===== config.mk =====
export PLATFORM = sky130hd
export DESIGN_NAME = cs_decoder
export DESIGN_NICKNAME = d
export VERILOG_FILES = /design/src/rtl/cs_decoder.sv
export SDC_FILE = /design/constraint.sdc
export NUM_CORES = 1
export LEC_CHECK = 0
export BUFFER_PORTS_ARGS = -buffer_cell sky130_fd_sc_hd__buf_4
export CORE_MARGIN = 2
export CORE_UTILIZATION = 50
export DETAILED_ROUTE_END_ITERATION = 12
export GPL_ROUTABILITY_DRIVEN = 0
export PLACE_DENSITY = 0.7
export SYNTH_ARGS = -nofsm -noshare
export SYNTH_HDL_FRONTEND = slang
export SYNTH_SLANG_ARGS = --single-unit

===== constraint.sdc =====
create_clock -name clk -period 2.7 [get_ports clk]
set_input_delay 0.135 -clock clk [delete_from_list [all_inputs] [get_ports clk]]
set_output_delay 0.135 -clock clk [all_outputs]
set_load 0.05 [all_outputs]

===== src/rtl/cs_decoder.sv =====
module cs_decoder #(
  parameter int AW  = 32,
  parameter int DW  = 32,
  parameter int NCS = 7,
  parameter int NDR = 2,
  parameter int MW  = 16,
  parameter int WSW = 4
) (
  input  logic           clk,
  input  logic           rst_n,
  input  logic           wr_en,
  input  logic [4:0]     wr_sel,
  input  logic [DW-1:0]  wr_data,
  input  logic           cyc_start,
  input  logic [AW-1:0]  cyc_addr,
  input  logic           cyc_end,
  output logic [NCS-1:0] cs_sel,
  output logic [NDR-1:0] dram_sel,
  output logic [1:0]     port_size,
  output logic           burst_ok,
  output logic           ext_term,
  output logic           conflict,
  output logic           auto_ack
);
  localparam int LO = AW - MW;
  localparam int CW = 4 + WSW;

  logic [MW-1:0]  cs_base [NCS];
  logic [MW-1:0]  cs_mask [NCS];
  logic [CW-1:0]  cs_ctrl [NCS];
  logic [NCS-1:0] cs_vld;
  logic [MW-1:0]  dr_base [NDR];
  logic [MW-1:0]  dr_mask [NDR];
  logic [NDR-1:0] dr_vld;
  logic           glob0;

  wire [1:0] grp = wr_sel[4:3];
  wire [2:0] idx = wr_sel[2:0];

  always_ff @(posedge clk) begin
    if (!rst_n) begin
      for (int i = 0; i < NCS; i++) begin
        cs_base[i] <= '0;
        cs_mask[i] <= '0;
        cs_ctrl[i] <= '0;
      end
      for (int j = 0; j < NDR; j++) begin
        dr_base[j] <= '0;
        dr_mask[j] <= '0;
      end
      cs_vld <= '0;
      dr_vld <= '0;
      glob0  <= 1'b1;
    end else if (wr_en) begin
      for (int i = 0; i < NCS; i++) begin
        if (idx == 3'(i)) begin
          if (grp == 2'd0) cs_base[i] <= wr_data[MW-1:0];
          if (grp == 2'd1) begin
            cs_mask[i] <= wr_data[MW-1:0];
            cs_vld[i]  <= wr_data[MW];
          end
          if (grp == 2'd2) cs_ctrl[i] <= wr_data[CW-1:0];
        end
      end
      for (int j = 0; j < NDR; j++) begin
        if (grp == 2'd3 && wr_sel[2] == 1'b0 && wr_sel[0] == 1'(j)) begin
          if (wr_sel[1]) begin
            dr_mask[j] <= wr_data[MW-1:0];
            dr_vld[j]  <= wr_data[MW];
          end else begin
            dr_base[j] <= wr_data[MW-1:0];
          end
        end
      end
      if (grp == 2'd1 && idx == 3'd0) glob0 <= 1'b0;
    end
  end

  logic [NCS-1:0] cs_hit;
  logic [NDR-1:0] dr_hit;
  wire  [MW-1:0]  upper = cyc_addr[AW-1:LO];

  for (genvar i = 0; i < NCS; i++) begin : g_cs
    wire in_range = ((upper ^ cs_base[i]) & ~cs_mask[i]) == '0;
    if (i == 0) begin : g_boot
      assign cs_hit[i] = glob0 || (cs_vld[i] && in_range);
    end else begin : g_norm
      assign cs_hit[i] = cs_vld[i] && in_range;
    end
  end

  for (genvar j = 0; j < NDR; j++) begin : g_dr
    assign dr_hit[j] = dr_vld[j] && (((upper ^ dr_base[j]) & ~dr_mask[j]) == '0);
  end

  wire one_cs = (cs_hit != '0) && ((cs_hit & (cs_hit - 1'b1)) == '0);
  wire any_cs = cs_hit != '0;
  wire one_dr = (dr_hit != '0) && ((dr_hit & (dr_hit - 1'b1)) == '0);
  wire any_dr = dr_hit != '0;

  logic [CW-1:0] hit_ctrl;
  always_comb begin
    hit_ctrl = '0;
    for (int i = 0; i < NCS; i++) hit_ctrl |= {CW{cs_hit[i]}} & cs_ctrl[i];
  end

  logic [NCS-1:0] n_cs;
  logic [NDR-1:0] n_dr;
  logic [1:0]     n_ps;
  logic           n_burst, n_ext, n_conf, n_acken;
  logic [WSW-1:0] n_ws;

  always_comb begin
    n_cs = '0; n_dr = '0; n_ps = 2'b00; n_burst = 1'b0;
    n_ext = 1'b0; n_conf = 1'b0; n_acken = 1'b0; n_ws = '0;
    if (any_dr && (any_cs || !one_dr)) begin
      n_conf = 1'b1;
    end else if (any_dr) begin
      n_dr = dr_hit;
    end else if (one_cs) begin
      n_cs    = cs_hit;
      n_ps    = (hit_ctrl[1:0] == 2'b11) ? 2'b00 : hit_ctrl[1:0];
      n_burst = hit_ctrl[2];
      n_acken = hit_ctrl[3];
      n_ext   = !hit_ctrl[3];
      n_ws    = hit_ctrl[CW-1:4];
    end else begin
      n_cs  = cs_hit;
      n_ext = 1'b1;
    end
  end

  logic           active, acken_q, ack_done;
  logic [WSW-1:0] ws_q, cnt;

  always_ff @(posedge clk) begin
    if (!rst_n || (cyc_end && !cyc_start)) begin
      cs_sel <= '0; dram_sel <= '0; port_size <= 2'b00; burst_ok <= 1'b0;
      ext_term <= 1'b0; conflict <= 1'b0; acken_q <= 1'b0; ws_q <= '0;
      active <= 1'b0; cnt <= '0; ack_done <= 1'b0;
    end else if (cyc_start) begin
      cs_sel <= n_cs; dram_sel <= n_dr; port_size <= n_ps; burst_ok <= n_burst;
      ext_term <= n_ext; conflict <= n_conf; acken_q <= n_acken; ws_q <= n_ws;
      active <= 1'b1; cnt <= '0; ack_done <= 1'b0;
    end else if (active) begin
      if (auto_ack) ack_done <= 1'b1;
      if (cnt != '1) cnt <= cnt + 1'b1;
    end
  end

  assign auto_ack = active && acken_q && !ack_done && (cnt == ws_q);

  a_r9_conflict_quiet: assert property (@(posedge clk) disable iff (!rst_n)
    conflict |-> (cs_sel == '0 && dram_sel == '0 && !ext_term));
  a_r6_multi_forced: assert property (@(posedge clk) disable iff (!rst_n)
    ($countones(cs_sel) > 1) |-> (!burst_ok && ext_term && port_size == 2'b00 && !auto_ack));
  a_r8_dram_alone: assert property (@(posedge clk) disable iff (!rst_n)
    (dram_sel != '0) |-> (cs_sel == '0 && !ext_term && !auto_ack && $onehot0(dram_sel)));
  a_r10_ack_single: assert property (@(posedge clk) disable iff (!rst_n)
    (auto_ack && !cyc_start) |=> !auto_ack);
  a_r10_ack_owner: assert property (@(posedge clk) disable iff (!rst_n)
    auto_ack |-> (!ext_term && $countones(cs_sel) == 1));
  a_r11_hold: assert property (@(posedge clk) disable iff (!rst_n)
    (!cyc_start && !cyc_end) |=> ($stable(cs_sel) && $stable(dram_sel) && $stable(port_size)
                                  && $stable(ext_term) && $stable(conflict)));
  a_r11_release: assert property (@(posedge clk) disable iff (!rst_n)
    (cyc_end && !cyc_start) |=> (cs_sel == '0 && dram_sel == '0 && !auto_ack && !conflict));
endmodule


==> impl_metrics.json, run 1 <==
{
  "drive_gt1_share_pct": 15.8,
  "hold_ws_ps": 87.4,
  "drt_iter0_drc": 1118,
  "synth_fp_nets": 1312,
  "cts_tree": "yes",
  "start_kind": "flip-flop",
  "power_frac_seq_pct": 52.2,
  "grt_max_degree": 49,
  "min_path_cells": 5,
  "fillers": 2477,
  "required_ps": 3130,
  "crit_fanout": 9,
  "synthArstFlopShare_pct": 0,
  "synth.top_cells.by_count": "344 x edfxtp_1, 265 x nor2_1, 148 x xnor2_1",
  "synthCells": 1236,
  "seq_area_um2": 11000,
  "worst-path-stages": 10,
  "finalMaxSlewViolations": 0,
  "rsz0062_at_grt": "yes",
  "critical_path.top_delay_family": "simple AND/OR/NAND/NOR gates",
  "worst_slew_pin_slew_ps": 751,
  "setup_viol": 0,
  "worst-r2r-cell-count": 10,
  "synth_edf_count": 344,
  "die_height_um": 183,
  "cts.sinks": 379,
  "intPower_uw": 10200,
  "crit_chain": "xnor2_1 > o22ai_1 > or3_2 > nor4_4 > buf_4 > nor4_1 > a311oi_2 > o31ai_4 > buf_6 > a32o_1",
  "ir_drop_uv": 418,
  "grt_usage_pct": 24.0,
  "drt_drc_violations_left": 0,
  "io_buffer_count": 57,
  "hold_class": "primary input to flip-flop",
  "avgSynthCellArea_um2": 12.9,
  "yosysWarningCount": 0,
  "via_count": 10250,
  "comb_power_share_pct": 7.7,
  "grt_pass1_wl_um": 59100,
  "worstSetupPathType": "flip-flop to flip-flop",
  "cts_made_buffers": 39,
  "clkPwrFrac_pct": 40.1,
  "fin_crit_ps": 2660,
  "post-route-period-util_pct": 98.4,
  "insertion_delay_ps": 540,
  "crit_slowest_cell": "or3_2",
  "crit_path_end_kind": "flip-flop",
  "antenna_found_initial": 1,
  "ys_seq_area_share_pct": 68.9,
  "multi_input_area_um2": 4480,
  "area_growth_pct": 16.8,
  "dr.pass1.iters": 6,
  "clock_path_buffers": 3,
  "switching_share_pct": 22.2,
  "status": "finished clean",
  "crit_buf_inv": 2,
  "powerDensity_nw_per_um2": 701,
  "wl_per_cell_um": 22.2,
  "dieArea_um2": 33500,
  "cts_root_buf": "clkbuf_16",
  "pin_count": 89,
  "htree_num_levels": 2,
  "netlist_top_cells_area": "edfxtp_1 65%, xnor2_1 8.1%, nor2_1 6.2%",
  "drtAntennaViolNets": 0,
  "grt_pass1_vias": 9919,
  "coreArea_um2": 31600,
  "cp.arrival_ps": 3090,
  "wirelength_um": 39800,
  "grt-ovfl-total": 0,
  "ys.flop_type": "edfxtp_1",
  "synth.most_common_cell": "edfxtp_1",
  "maxCapViolCount": 0,
  "hold_viol_final": 0,
  "initial_core_util_pct": 50.7,
  "yosysUniqueCellTypes": 59,
  "clock_skew_ps": 20.6,
  "vias_per_cell": 5.73,
  "rows": 65,
  "leakage_uw": 0.00661,
  "dp_hpwl_um": 25500,
  "cts.clk_slew.worst_paths_ps": 60,
  "fmax_ghz": 0.376,
  "yosys.area.top_type": "edfxtp_1",
  "relSlewSlack_pct": 49.8,
  "fp.dieW_um": 183,
  "critical-path-max-stage-delay_ps": 520,
  "nets": 1433,
  "synth_top_area_share_pct": 64.5,
  "p_sw_uw": 2910,
  "synth_area_um2": 16000,
  "fin_util_pct": 59.2,
  "synth-seq-cells": 379
}
==> per-stage QoR <==
step	total power, uW	worst slack (ps)	cells	area (um2)	TNS [ps]
6_report	13100	43.1	1790	18700	0
5_1_grt	13500	-24.3	1790	18700	-85.4
2_1_floorplan	7540	268	1236	16000	0
3_3_place_gp	7900	76.1	1694	17200	0
4_1_cts	13100	16.0	1786	18600	0
3_5_place_dp	7930	-1.78	1694	17200	-1.78
==> layout make-up <==
type,instances,share of cell area (%)
Sequential cell,379,59.0
Multi-Input combinational cell,751,24.0
Timing Repair Buffer,160,7.15
Clock buffer,52,5.70
Tap cell,402,2.69
Clock inverter,19,0.957
Inverter,26,0.522
Antenna cell,1,0.0134
==> power by group through the flow <==
stage,combinational (uW),clock [uW],sequential [uW]
after detailed placement,971,0,6960
after global placement,959,0,6950
after CTS,1000,5300,6840
final,1010,5260,6840
after floorplan,597,0,6940
after global routing,1070,5530,6870
==> state kept, by name, indices dropped and copies added, names as in the netlist <==
signal,flops
cs_base,112
cs_mask,112
cs_ctrl,56
dr_base,32
dr_mask,32
cs_sel,7
cs_vld,7
cnt,4
ws_q,4
dr_vld,2
dram_sel,2
port_size,2
ack_done,1
acken_q,1
active,1
burst_ok,1
conflict,1
ext_term,1
glob0,1
==> worst register-to-register path: stages, from the launching register on <==
cell	delay, ps
edfxtp_1	380
xnor2_1	150
o22ai_1	120
or3_2	520
nor4_4	320
buf_4	220
nor4_1	70
a311oi_2	310
o31ai_4	80
buf_6	140
a32o_1	230
==> layout by cell type (no fill, tap or decap), types with 6 or more instances in the layout <==
cell type        n
nand2_1         74
nor4_1           6
nand3_1         11
edfxtp_1       344
buf_12           6
nor3_1          10
clkinv_2         6
o22ai_1         59
clkbuf_1        10
nor2_1         265
xnor2_1        147
mux2i_1          7
clkinv_1         7
a221oi_1         8
buf_4          131
a32o_1           8
clkbuf_16       40
dfxtp_1         35
and3_1          32
nor2b_1         18
a22oi_1         16
o21ai_0         16
dlygate4sd3_1   21
inv_1           26
==> logic make-up after synthesis <==
kind of cell	Yosys count	synth area share (%)
AND/OR/NAND/NOR	452	12.7
multiplexers	7	0.438
flip-flops	379	68.9
XOR/XNOR	152	8.41
AO/OA/AOI/OAI	138	6.05
buffers and inverters	106	3.30
adder cells (fa/ha/maj)	2	0.156
==> path summary, 6_finish.rpt <==
check / start / endpoint / slack, ps
setup / recovery: cs_base[3][12]$_SDFFCE_PN0P_ / port_size[1]$_SDFFE_PP0P_ / 40
hold / removal: wr_en / cs_vld[6]$_SDFFE_PN0P_ / 90
setup reg to reg: cs_base[3][12]$_SDFFCE_PN0P_ / port_size[1]$_SDFFE_PP0P_ / 40
hold reg to reg: glob0$_SDFFE_PN1P_ / glob0$_SDFFE_PN1P_ / 450
==> timing repair <==
item / CTS / global route
endpoints found under the setup margin: 4 / 9
resized for setup: 0 / 5
hold endpoints to repair: 71 / 0
pin swaps: 1 / 1
buffers inserted: 0 / 3
hold buffers: 21 / 0
==> layer usage <==
layer	GRT usage, %	routed length, um	share of wire, %
met1	33.4	16000	40
met2	39.2	19100	48
met3	3.79	3650	9.2
met4	7.26	1030	2.6
met5	0	0	0
Note: power is estimated with default switching activity, not from simulation.
==> run 2: changes to the inputs <==
CELL_PAD_IN_SITES_DETAIL_PLACEMENT = 0   (was not set)
CELL_PAD_IN_SITES_GLOBAL_PLACEMENT = 1   (was not set)
CORE_UTILIZATION = 45   (was 50)
PLACE_DENSITY = not set   (was 0.7)
PLACE_DENSITY_LB_ADDON = 0.1   (was not set)
RECOVER_POWER = 25   (was not set)
==> impl_metrics.json, run 2 (same netlist as run 1, synthesis figures left out) <==
{
  "cts.clk_slew.worst_paths_ps": 60,
  "dp_hpwl_um": 27500,
  "power_frac_seq_pct": 50.8,
  "r2r-start": "cs_base[2][9]$_SDFFCE_PN0P_",
  "finalMaxSlewViolations": 0,
  "maxCapViolCount": 0,
  "drt_drc_violations_left": 0,
  "cts.sinks": 379,
  "comb_power_share_pct": 7.6,
  "nets": 1444,
  "dieArea_um2": 37100,
  "dp_slack_ps": -72.8,
  "leakage_uw": 0.00658,
  "setup_ws_ps": 98.3,
  "fillers": 3081,
  "grt_pass1_vias": 9801,
  "clock_skew_ps": 18.1,
  "worstSetupPathType": "flip-flop to flip-flop",
  "htree_num_levels": 2,
  "antenna_cells": 0,
  "clkPwrFrac_pct": 41.6,
  "grt-ovfl-total": 0,
  "grt_pass1_wl_um": 63300,
  "p_sw_uw": 3010,
  "ir_drop_uv": 466,
  "hold_ws_ps": 82.8,
  "drtAntennaViolNets": 0,
  "wl_per_cell_um": 23.4,
  "cts_root_buf": "clkbuf_16",
  "vias_per_cell": 5.40,
  "insertion_delay_ps": 540,
  "r2r-end": "port_size[1]$_SDFFE_PP0P_",
  "worst_slew_pin_slew_ps": 1440,
  "fp.dieW_um": 193,
  "relSlewSlack_pct": 4.31,
  "crit_slowest_cell": "or4_4",
  "fin_tns_setup_ps": 0,
  "rows": 69,
  "fmax_ghz": 0.384,
  "setup_viol": 0,
  "r2r_slack_ps": 100,
  "worstHoldStart": "wr_en",
  "layout_commonest_cell": "edfxtp_1",
  "crit_path_end_kind": "flip-flop",
  "post-route-period-util_pct": 96.4,
  "critical-path-max-stage-delay_ps": 560,
  "cp.arrival_ps": 3040,
  "fin_crit_ps": 2600,
  "drive_gt1_share_pct": 14.6,
  "powerDensity_nw_per_um2": 715,
  "status": "finished clean",
  "wirelength_um": 43500,
  "drt_iter0_drc": 802,
  "initial_core_util_pct": 45.3,
  "crit_chain": "xnor2_2 > o22ai_1 > or4_4 > nor4_4 > buf_6 > o21ai_2 > a311oi_4 > o31ai_4 > a32o_1",
  "clock_path_buffers": 3,
  "hold_class": "primary input to flip-flop",
  "hold_viol_final": 0,
  "pin_count": 89,
  "reg.largest.list": "cs_base: 112 flops, cs_mask: 112 flops, cs_ctrl: 56 flops",
  "crit_buf_inv": 1,
  "grt_usage_pct": 23.9,
  "cts_made_buffers": 41,
  "final_cell_mix": "344 x edfxtp_1, 264 x nor2_1, 148 x xnor2_1",
  "min_path_cells": 5,
  "antenna_found_initial": 1,
  "dr.pass1.iters": 5,
  "switching_share_pct": 22.3,
  "via_count": 10056,
  "area_growth_pct": 17.7,
  "crit_fanout": 11,
  "coreArea_um2": 35300,
  "grt_max_degree": 33,
  "intPower_uw": 10500,
  "required_ps": 3130,
  "worst-r2r-cell-count": 9,
  "critical_path.top_delay_family": "compound AO/OA/AOI/OAI gates",
  "die_height_um": 193,
  "start_kind": "flip-flop",
  "cts_tree": "yes",
  "io_buffer_count": 57,
  "rsz0062_at_grt": "yes",
  "whs_endpoint": "cs_vld[6]$_SDFFE_PN0P_"
}
run 2: cell count changes in the layout (fill, tap and decap cells not counted), sizes merged:
| cell | before | now |
|---|---|---|
| buf | 139 | 114 |
| clkbuf | 52 | 93 |
| clkinv | 14 | 11 |
| clkinvlp | 1 | 0 |
| diode | 1 | 0 |
| dlygate4sd3 | 21 | 22 |
| o31ai | 2 | 3 |
run 2: worst min-delay path: stages:
cell and delay (ps):
buf_4 160, nand2_1 100, nor2_1 50, nand2_1 50, a21boi_0 60
run 2: routing by layer:
layer | wire length, um | up-vias | GRT usage (%)
met2 | 19700 | 283 | 36.8
met4 | 1100 | 0 | 6.61
met1 | 20500 | 5044 | 36.0
met3 | 2200 | 66 | 2.76
met5 | 0 | - | 0
li1 | - | 4663 | -
run 2: repair_timing:
| action | in CTS | in global routing |
|---|---|---|
| hold buffers | 22 | 0 |
| buffers inserted | 0 | 2 |
| endpoints found under the setup margin | 0 | 11 |
| resized for setup | 0 | 10 |
| hold endpoints to repair | 77 | 0 |
run 2: through the flow:
step | cells | cell area, um2 | utilization [%] | total power (uW)
2_1_floorplan | 1236 | 16000 | - | 7540
3_3_place_gp | 1761 | 17300 | 49.0 | 7960
3_5_place_dp | 1761 | 17300 | 49.0 | 7970
4_1_cts | 1859 | 18900 | 53.4 | 13600
5_1_grt | 1862 | 18800 | 53.3 | 13900
6_report | 1862 | 18800 | 53.3 | 13500
run 2: worst max path at each step:
| stage | startpoint | end | slack (ps) | cells past startpoint |
|---|---|---|---|---|
| after global routing | cs_base[2][9]$_SDFFCE_PN0P_ | acken_q$_SDFFE_PP0P_ | -60 | 9 |
| after detailed placement | cyc_addr[31] | port_size[1]$_SDFFE_PP0P_ | -70 | 12 |
| after CTS | cs_base[3][12]$_SDFFCE_PN0P_ | port_size[1]$_SDFFE_PP0P_ | 20 | 10 |
| after global placement | cyc_addr[31] | acken_q$_SDFFE_PP0P_ | -40 | 12 |
| after floorplan | cs_base[2][2]$_SDFFCE_PN0P_ | port_size[1]$_SDFFE_PP0P_ | 270 | 9 |
| final | cs_base[2][9]$_SDFFCE_PN0P_ | port_size[1]$_SDFFE_PP0P_ | 100 | 9 |
run 2: cell type report:
type | instances | area [um2] | area share (%)
sequential | 379 | 11000 | 58.6
timing repair buffer | 168 | 1270 | 6.72
multi-input combinational | 752 | 4520 | 24.0
tap | 461 | 577 | 3.06
clock buffer | 61 | 1190 | 6.32
clock inverter | 15 | 149 | 0.791
inverter | 26 | 97.6 | 0.518
run 2: power by group through the flow:
stage | Combinational [uW] | Clock (uW) | Sequential (uW)
floorplan | 597 | 0 | 6940
global placement | 1010 | 0 | 6950
detailed placement | 1020 | 0 | 6960
CTS | 1050 | 5670 | 6830
global route | 1100 | 5920 | 6860
finish | 1030 | 5600 | 6830
==> run 3: changes to the inputs <==
CELL_PAD_IN_SITES_DETAIL_PLACEMENT = not set   (was 0)
CELL_PAD_IN_SITES_GLOBAL_PLACEMENT = not set   (was 1)
CORE_UTILIZATION = 50   (was 45)
PLACE_DENSITY = 0.7   (was not set)
PLACE_DENSITY_LB_ADDON = not set   (was 0.1)
==> impl_metrics.json, run 3 (same netlist as run 1, synthesis figures left out) <==
{
  "vias_per_cell": 5.74,
  "violations": "capacitance limit, slew limit",
  "grt_usage_pct": 24.0,
  "ir_drop_uv": 420,
  "r2r_slack_ps": 50,
  "antenna_found_initial": 1,
  "dp_hpwl_um": 25500,
  "reg.largest.list": "cs_base: 112 flops, cs_mask: 112 flops, cs_ctrl: 56 flops",
  "grt_pass1_wl_um": 59100,
  "drt_iter0_drc": 1107,
  "htree_num_levels": 2,
  "drt_drc_violations_left": 0,
  "switching_share_pct": 22.2,
  "powerDensity_nw_per_um2": 705,
  "worstHoldStart": "wr_en",
  "relSlewSlack_pct": -7.91,
  "wl_per_cell_um": 22.1,
  "cts.clk_slew.worst_paths_ps": 60,
  "crit_path_end_kind": "flip-flop",
  "fmax_ghz": 0.377,
  "worst_slew_pin_slew_ps": 1620,
  "clkPwrFrac_pct": 40.1,
  "nets": 1433,
  "rows": 65,
  "r2r-start": "cs_base[3][12]$_SDFFCE_PN0P_",
  "fin_crit_ps": 2650,
  "pin_count": 89,
  "worst-r2r-cell-count": 10,
  "coreArea_um2": 31600,
  "cp.arrival_ps": 3090,
  "cts.sinks": 379,
  "comb_power_share_pct": 7.5,
  "p_sw_uw": 2900,
  "cts_root_buf": "clkbuf_16",
  "hold_class": "primary input to flip-flop",
  "area_growth_pct": 15.8,
  "post-route-period-util_pct": 98.3,
  "insertion_delay_ps": 540,
  "grt-ovfl-total": 0,
  "drtAntennaViolNets": 0,
  "hold_viol_final": 0,
  "dp_slack_ps": -1.78,
  "leakage_uw": 0.00645,
  "min_path_cells": 5,
  "cts_made_buffers": 39,
  "crit_fanout": 9,
  "instances_no_fill": 1790,
  "setup_viol": 0,
  "io_buffer_count": 57,
  "power_frac_seq_pct": 52.4,
  "grt_max_degree": 49,
  "status": "complete, but fails checks",
  "initial_core_util_pct": 50.7,
  "clock_skew_ps": 22.1,
  "total_power_uw": 13100,
  "fp.dieW_um": 183,
  "worstSetupPathType": "flip-flop to flip-flop",
  "layout_commonest_cell": "edfxtp_1",
  "start_kind": "flip-flop",
  "dr.pass1.iters": 5,
  "maxCapViolCount": 2,
  "die_height_um": 183,
  "dieArea_um2": 33500,
  "via_count": 10269,
  "fin_util_pct": 58.7,
  "r2r-end": "port_size[1]$_SDFFE_PP0P_",
  "intPower_uw": 10200,
  "grt_pass1_vias": 9919,
  "clock_path_buffers": 3,
  "final_cell_mix": "344 x edfxtp_1, 265 x nor2_1, 147 x xnor2_1",
  "finalMaxSlewViolations": 42,
  "dpl.cell_count": 1694,
  "setup_ws_ps": 46.1,
  "cts_tree": "yes",
  "required_ps": 3130,
  "whs_endpoint": "cs_vld[6]$_SDFFE_PN0P_",
  "rsz0062_at_grt": "yes",
  "drive_gt1_share_pct": 12.6,
  "wirelength_um": 39600
}
[run 3: worst max-delay path by stage]
stage | from | end
after floorplan | cs_base[2][2]$_SDFFCE_PN0P_ | port_size[1]$_SDFFE_PP0P_
after global routing | cs_base[3][12]$_SDFFCE_PN0P_ | port_size[1]$_SDFFE_PP0P_
final | cs_base[3][12]$_SDFFCE_PN0P_ | port_size[1]$_SDFFE_PP0P_
after global placement | cyc_addr[23] | port_size[1]$_SDFFE_PP0P_
after CTS | cs_base[3][12]$_SDFFCE_PN0P_ | acken_q$_SDFFE_PP0P_
after detailed placement | cs_base[3][12]$_SDFFCE_PN0P_ | ws_q[2]$_SDFFE_PP0P_
[run 3: what timing repair did]
item                                   in CTS  in global routing
pin swaps                                   1                  1
endpoints found under the hold margin      71                  0
hold buffers                               21                  0
resized for setup                           0                  5
buffers inserted                            0                  3
setup endpoints to repair                   4                  9
[run 3: layout make-up]
class | count | area (um2)
fill | 2528 | 13000
sequential | 379 | 11000
multi-input combinational | 751 | 4470
timing repair buffer | 160 | 1170
clock buffer | 52 | 1070
tap | 402 | 503
clock inverter | 19 | 179
inverter | 26 | 97.6
antenna | 1 | 2.50
[run 3: stage by stage]
| stage | hold slack (ps) | instance area (um2) | setup TNS, ps |
|---|---|---|---|
| floorplan | 334 | 16000 | 0 |
| global placement | 419 | 17200 | 0 |
| detailed placement | 424 | 17200 | -1.78 |
| CTS | 82.3 | 18600 | 0 |
| global route | 119 | 18500 | -85.4 |
| finish | 87.1 | 18500 | 0 |
[run 3: layer usage]
metal | up-vias | global-route usage [%] | wire length (um)
li1 | 4632 | - | -
met1 | 5093 | 33.4 | 15700
met2 | 488 | 39.2 | 19100
met3 | 56 | 3.79 | 3830
met4 | 0 | 7.26 | 998
met5 | - | 0 | 0
[run 3: critical path: stages, from the launching register on]
cell	delay (ps)
edfxtp_1	380
xnor2_1	150
o22ai_1	120
or3_2	520
nor4_4	320
buf_4	210
nor4_1	70
a311oi_2	310
o31ai_4	80
buf_6	140
a32o_1	230
[run 3: power by group through the flow]
stage               clock [uW]  combinational, uW  sequential (uW)
floorplan                    0                597             6940
global placement             0                959             6950
detailed placement           0                971             6960
CTS                       5300               1000             6840
global route              5530               1050             6870
finish                    5240                980             6840
